===== config.mk =====
export PLATFORM = sky130hd
export DESIGN_NAME = lin_mode_ctrl
export DESIGN_NICKNAME = d
export VERILOG_FILES = /design/src/rtl/lin_mode_ctrl.sv
export SDC_FILE = /design/constraint.sdc
export NUM_CORES = 1
export LEC_CHECK = 0
export BUFFER_PORTS_ARGS = -buffer_cell sky130_fd_sc_hd__buf_2
export CAP_MARGIN = 30
export CORE_ASPECT_RATIO = 0.6
export CORE_MARGIN = 3
export CORE_UTILIZATION = 45
export CTS_CLUSTER_SIZE = 24
export DETAILED_ROUTE_END_ITERATION = 8
export PLACE_DENSITY = 0.69
export SYNTH_ARGS = -nofsm -noshare
export SYNTH_HDL_FRONTEND = slang
export SYNTH_SLANG_ARGS = --single-unit

===== constraint.sdc =====
create_clock -name clk -period 1.2 [get_ports clk]
set_input_delay 0.18 -clock clk [delete_from_list [all_inputs] [get_ports clk]]
set_output_delay 0.18 -clock clk [all_outputs]
set_load 0.01 [all_outputs]

===== src/rtl/lin_mode_ctrl.sv =====
module lin_mode_ctrl #(
  parameter int BUS_WAKE_CYC   = 100,
  parameter int LOCAL_WAKE_CYC = 100
) (
  input  logic clk,
  input  logic rst_n,
  input  logic en_i,
  input  logic wake_n_i,
  input  logic supply_ok_i,
  input  logic overtemp_i,
  input  logic txd_i,
  input  logic bus_lvl_i,
  output logic drv_en_o,
  output logic drv_lvl_o,
  output logic rxd_o,
  output logic inh_o,
  output logic strong_term_o
);

  localparam int BW = $clog2(BUS_WAKE_CYC + 1);
  localparam int LW = $clog2(LOCAL_WAKE_CYC + 1);
  localparam logic [BW-1:0] BUS_TOP = BW'(BUS_WAKE_CYC);
  localparam logic [LW-1:0] LOC_TOP = LW'(LOCAL_WAKE_CYC);

  typedef enum logic [1:0] {ST_UNPOW, ST_SLEEP, ST_STBY, ST_NORM} mode_t;
  mode_t state, state_nx;

  logic [1:0] bus_sync, wk_sync;
  logic       bus_s, wk_s;
  logic [BW-1:0] bus_cnt;
  logic [LW-1:0] loc_cnt;
  logic       rec_seen, armed;
  logic       in_sleep, remote_wake, local_wake;

  always_ff @(posedge clk or negedge rst_n) begin
    if (!rst_n) begin
      bus_sync <= 2'b11;
      wk_sync  <= 2'b11;
    end else begin
      bus_sync <= {bus_sync[0], bus_lvl_i};
      wk_sync  <= {wk_sync[0], wake_n_i};
    end
  end

  assign bus_s    = bus_sync[1];
  assign wk_s     = wk_sync[1];
  assign in_sleep = (state == ST_SLEEP);

  always_ff @(posedge clk or negedge rst_n) begin
    if (!rst_n) begin
      bus_cnt  <= '0;
      rec_seen <= 1'b0;
      armed    <= 1'b0;
    end else if (!in_sleep) begin
      bus_cnt  <= '0;
      rec_seen <= 1'b0;
      armed    <= 1'b0;
    end else begin
      if (bus_s) rec_seen <= 1'b1;
      if (bus_s || !rec_seen) bus_cnt <= '0;
      else if (bus_cnt != BUS_TOP) bus_cnt <= bus_cnt + 1'b1;
      if (bus_cnt == BUS_TOP) armed <= 1'b1;
    end
  end

  always_ff @(posedge clk or negedge rst_n) begin
    if (!rst_n) loc_cnt <= '0;
    else if (!in_sleep || wk_s) loc_cnt <= '0;
    else if (loc_cnt != LOC_TOP) loc_cnt <= loc_cnt + 1'b1;
  end

  assign remote_wake = armed && bus_s;
  assign local_wake  = (loc_cnt == LOC_TOP);

  always_comb begin
    state_nx = state;
    if (!supply_ok_i)      state_nx = ST_UNPOW;
    else if (en_i)         state_nx = ST_NORM;
    else if (state == ST_NORM || state == ST_UNPOW) state_nx = ST_SLEEP;
    else if (in_sleep && (remote_wake || local_wake)) state_nx = ST_STBY;
  end

  always_ff @(posedge clk or negedge rst_n) begin
    if (!rst_n) state <= ST_UNPOW;
    else        state <= state_nx;
  end

  assign drv_en_o      = (state == ST_NORM) && !overtemp_i;
  assign drv_lvl_o     = drv_en_o ? txd_i : 1'b1;
  assign rxd_o         = (state == ST_NORM) ? bus_s : (state != ST_STBY);
  assign inh_o         = (state == ST_STBY) || (state == ST_NORM);
  assign strong_term_o = inh_o;


  unpow_chk: assert property (@(posedge clk) disable iff (!rst_n)
    !supply_ok_i |=> (!inh_o && !drv_en_o && rxd_o && !strong_term_o));


  sleep_entry_chk: assert property (@(posedge clk) disable iff (!rst_n)
    (supply_ok_i && !en_i) |=> (!drv_en_o && drv_lvl_o));


  standby_src_chk: assert property (@(posedge clk) disable iff (!rst_n)
    (state == ST_STBY && $past(state) != ST_STBY) |-> $past(state) == ST_SLEEP);


  en_norm_chk: assert property (@(posedge clk) disable iff (!rst_n)
    (supply_ok_i && en_i) |=> (inh_o && (rxd_o == bus_s)));


  ot_keep_chk: assert property (@(posedge clk) disable iff (!rst_n)
    (overtemp_i && state == ST_NORM && supply_ok_i && en_i) |=> state == ST_NORM);


  rwake_chk: assert property (@(posedge clk) disable iff (!rst_n)
    (in_sleep && state_nx == ST_STBY && !local_wake) |-> (armed && bus_s));

endmodule


# Word-level counts from Yosys, hierarchy flattened
# Cells that the tools add are included.
dict set report classes {
  n_eq_ne 12
  n_mux 15
  shift 0
  multipliers 0
  bitwise 0
  n_reduce_logical 13
  div 0
  add_sub_neg 2
  magnitude_cmp 0
}
# op n
set ops {}
lappend ops {{7-bit two-way mux} 5}
lappend ops {{7-bit by 1-bit adder with 7-bit output, second input constant} 2}
lappend ops {{7-bit == test, second input constant} 2}
lappend ops {{7-bit inequality test, second input constant} 2}
lappend ops {{2-bit two-way mux} 4}
lappend ops {{1-bit two-way mux} 6}
lappend ops {{1-bit logical OR} 5}
lappend ops {{2-bit == test, second input constant} 2}
lappend ops {{2-bit inequality test, second input constant} 2}
lappend ops {{4-bit by 2-bit inequality test with 1-bit output, second input constant} 1}
lappend ops {{1-bit logical AND} 3}
lappend ops {{1-bit zero test} 3}
lappend ops {{3-bit by 1-bit inequality test with 1-bit output, second input constant} 1}
lappend ops {{2-bit by 1-bit == test with 1-bit output, second input constant} 1}
lappend ops {{2-bit zero test} 1}
lappend ops {{2-bit by 1-bit inequality test with 1-bit output, second input constant} 1}
lappend ops {{2-bit nonzero test} 1}
dict set report word_totals {
  regBits 22
  romBits 0
  ramBits 0
  latch_bits 0
  mem_count 0
}

# Depth between registers and ports, before layout
dict set report depth {
  word_depth 7
  depth_mapped 5
  ltp_nobuf 5
}

# Worst setup path before layout
# Ideal clock, no wire load.
dict set report synth_path {
  path_kind {reg2reg}
  start {register state[1]}
  end {register loc_cnt[3]}
  path_stages_with_launch 6
  setup_ns 0.076
  path_buffers 0
  path_slack_ns -0.126
  arrival_ns 1.249
  required_ns 1.124
  period_less_slack_ns 1.326
  cell_sequence {dfrtp_1 > inv_1 > ha_1 > nand2b_2 > or3_1 > o21ai_1}
}
dict set report synth_via {
  elab_chain_cells 4
}
# item line_no
set synth_rtl {}
lappend synth_rtl {{start, declared} 26} ;# mode_t state, state_nx;
lappend synth_rtl {{start signal, assigned} 85} ;# else state <= state_nx;
lappend synth_rtl {{2-bit by 1-bit == test with 1-bit output (*)} 47} ;# assign in_sleep = (state == ST_SLEEP);
lappend synth_rtl {{named net in_sleep} 33} ;# logic in_sleep, remote_wake, local_wake;
lappend synth_rtl {{1-bit zero test (*)} 68} ;# else if (!in_sleep || wk_s) loc_cnt <= '0;
lappend synth_rtl {{1-bit logical OR (*)} 68}
lappend synth_rtl {{7-bit two-way mux or 2-bit nonzero test (tied branches)} n/a}
lappend synth_rtl {{end signal, assigned} 69} ;# else if (loc_cnt != LOC_TOP) loc_cnt <= loc_cnt + 1'b1;
lappend synth_rtl {{end, declared} 31} ;# logic [LW-1:0] loc_cnt;
# The timed path passes the listed nets; every way through them passes the cells marked *.
# A chain may end at the register's enable or synchronous reset.

# Final worst setup path
dict set report layout_path {
  start {register state[1]}
  end {output inh_o}
}
dict set report layout_via {
  elab_chain_cells 2
}
# item line_no
set layout_rtl {}
lappend layout_rtl {{2-bit == test} 91} ;# assign inh_o = (state == ST_STBY) || (state == ST_NORM);
lappend layout_rtl {{1-bit logical OR (*)} 91}
lappend layout_rtl {{end, declared} 16} ;# output logic inh_o,
# Mark *: on every way between the ends. The rest lies on a longest branch, timed or not.

==> summary.txt <==
Status
  • Status: finished, violations left
  • Violated checks: negative setup slack

Detailed routing
  • DRT Pass-1 Iters: 4
  • Final wirelength: 3.51 mm
  • Met2 Wirelength: 1.61 mm
  • WL met3: 300 µm
  • DR DRC count: 0
  • Met1 wire length: 1.47 mm
  • DR vias: 1,086
  • Per-cell routed wire length: 19.0 µm
  • Routed Antenna Nets: 0
  • Initial DRC count: 151
  • Top Layer Used: met4
  • DR vias/cell: 5.87

STA
  • WHS: 0.154 ns
  • Max Clock Freq: 0.683 GHz
  • Final setup fails: 21
  • Final hold vios: 0
  • Min cycle time layout: 1.46 ns
  • Min setup slack post-route: -0.264 ns
  • RSZ-0062 raised after global routing: yes
  • Least-Margin Pin Slew: 0.520 ns
  • Fin. max-slew vios: 0
  • Relative slew margins: 65.3%
  • Worst Skew: 0.00158 ns
  • Final Cycle Share: 122%

Floorplanning
  • Starting Density: 49.6%
  • Core Area: 2280 µm²
  • Die ar.: 3160 µm²
  • # rows: 13
  • Die X-Extent: 70.7 µm
  • Die Ht: 44.8 µm
  • I/O pins: 13

Synthesis
  • Register area share after synthesis: 49.2%
  • Top cell type's share of synthesized area: 39.9%
  • Top cells by area, synth: dfrtp_1 40%, dfstp_2 9.3%, ha_1 7.8%
  • Main synth FF type: dfrtp_1
  • Mean cell area of the mapped netlist: 9.90 µm²
  • Post-synthesis cell area: 1130 µm²
  • Syn nets: 129
  • Async set-reset flop share out of synthesis: 100%
  • Post-Syn Instances: 114
  • Synth area leader: dfrtp_1
  • EDFF count, synth: 0
  • Synth top cells by count: 18 x dfrtp_1, 13 x nand2_1, 10 x nand3_1
  • Post-synthesis cell type count: 30
  • Top-count cell post-synth: dfrtp_1
  • Synthesis Warnings: 0
  • Synth Register Bits: 22

Setup path
  • Crit start category: flop
  • Worst setup EP type: primary output
  • Worst path cell trace: ha_4 > or2_4 > buf_2
  • Crit path max fanout: 4
  • CP Data Arrival Time: 1.28 ns
  • Worst Path Required: 1.02 ns
  • Worst setup path class: reg2out
  • CP bufs+invs: 1
  • Crit path max-delay family: flip-flops
  • Stages on worst setup path: 3
  • R2R depth: 6
  • Critical Path Max Stage Delay: 0.46 ns
  • CP max-delay cell: dfrtp_2

Global routing
  • Initial antenna violation count: 0
  • GRT overflow: 0
  • First-pass GRT wire length: 4.78 mm
  • GRT Resource Usage Total: 20.3%
  • Pin count of the biggest net entering global routing: 23
  • Vias in the first global route: 1,025

Placed design
  • Post-DP HPWL: 1.84 mm
  • I/O Buffers: 12
  • Placed Instance Area: 1330 µm²
  • Placer congestion estimate: 0.809
  • Dpl cells: 166

Power and ir drop
  • Share of total power in sequential cells: 42.7%
  • P_sw: 0.000475 W
  • P_leak: 0.709 nW
  • Max VDD drop: 0.730 mV
  • Logic pwr share: 20.8%
  • Pint: 0.00144 W
  • Clock share of power: 36.6%
  • Power density cells: 1100 nW/µm²
  • Sw Share: 24.9%

CTS
  • Root Buffer Master: clkbuf_8
  • Clock Tree Buf Depth: 2
  • Clk pin slew, worst setup/hold paths: 0.08 ns
  • H-tree Lvls: 1
  • # clock sinks: 22
  • Clk_lat worst skew: 0.27 ns
  • CTS tree: built
  • CTS buffer count: 3

Cells and area
  • Finished Cell Area: 1740 µm²
  • ANT cells: 0
  • Filler instances: 129
  • Area occupied by multi-input gates: 762 µm²
  • Area delta synth->final: 54.4%
  • Layout cells sized above 1: 60.0%
  • Finished Layout Cells: 185
  • FF+latch area: 559 µm²
  • Nets: 171

Run
  • Max cap viols: 0

Min path
  • Min-Delay Path Depth: 3
  • Hold Crit Class: in2reg
kinds of logic (layout without fill, tap and decap cells):
logic type      after synthesis  count (layout)  synth area share, %
compound gates               25              25                 13.1
xor+xnor                      2               2                 1.55
flops                        22              22                 49.2
buf+inv                       8              49                 2.99
fa+ha+maj                     7               7                 7.76
mux                           3               3                 2.66
simple gates                 47              47                 22.7
routing by layer:
metal	global-route usage, %	vias up
li1	-	484
met3	6.00	18
met4	8.99	0
met1	23.9	517
met5	0	-
met2	35.5	67
power by group through the flow:
stage / clock [W] / sequential (W) / combinational, W
floorplan: 0 / 0.000815 / 0.000145
global placement: 0 / 0.000817 / 0.000235
detailed placement: 0 / 0.000820 / 0.000243
CTS: 0.000706 / 0.000812 / 0.000329
global route: 0.000741 / 0.000820 / 0.000421
finish: 0.000699 / 0.000816 / 0.000396
placed cells by master (no fill, tap or decap), drive strengths merged, types with 4 or more instances in the layout:
master  instances
o21ai          10
or3             5
inv             7
ha              7
nor2            5
dfrtp          18
buf            35
nand2          13
nand3          10
dfstp           4
a21oi           8
stage by stage:
stage	power [W]	setup slack (ns)	TNS [ns]	util, %
finish	0.00191	-0.264	-2.86	76.5
detailed placement	0.00106	-0.127	-0.704	58.5
CTS	0.00185	-0.249	-2.16	69.3
global placement	0.00105	-0.0775	-0.251	58.5
global route	0.00198	-0.323	-3.99	76.5
floorplan	0.000960	-0.0111	-0.0204	-
area by class of cell:
type,count,share of cell area [%]
Clock inverter,1,1.72
Timing Repair Buffer,38,16.3
Clock buffer,3,2.37
Sequential cell,22,32.1
Inverter,7,1.65
Tap cell,30,2.15
Multi-Input combinational cell,84,43.7
worst register-to-register path, cell delays in order, from the launching register on:
cell and delay, ns:
dfrtp_2 0.46, buf_6 0.14, inv_4 0.05, ha_4 0.18
and3b_2 0.26, o21ai_1 0.10, a31oi_1 0.19
repair_timing:
| item | in CTS | in global routing |
|---|---|---|
| buffers inserted | 8 | 6 |
| pin swaps | 15 | 7 |
| gates resized for setup | 31 | 29 |
| hold buffers | 2 | 1 |
| endpoints found under the hold margin | 19 | 1 |
| endpoints found under the setup margin | 19 | 23 |
flip-flops by register name (all words and copies together) (netlist names):
register / count
rec_seen: 1
armed: 1
loc_cnt: 7
bus_sync: 2
wk_sync: 2
state: 2
bus_cnt: 7
final timing paths:
kind,from,endpoint,slack [ns]
max,state[1],inh_o,-0.26
min,supply_ok_i,state[1],0.15
max reg2reg,state[1],bus_cnt[2],-0.26
min reg2reg,bus_sync[0],bus_sync[1],0.36
max in group asynchronous,rst_n,bus_cnt[1],0.41
min in group asynchronous,rst_n,loc_cnt[2],0.41
Note: power is estimated with default switching activity, not from simulation.
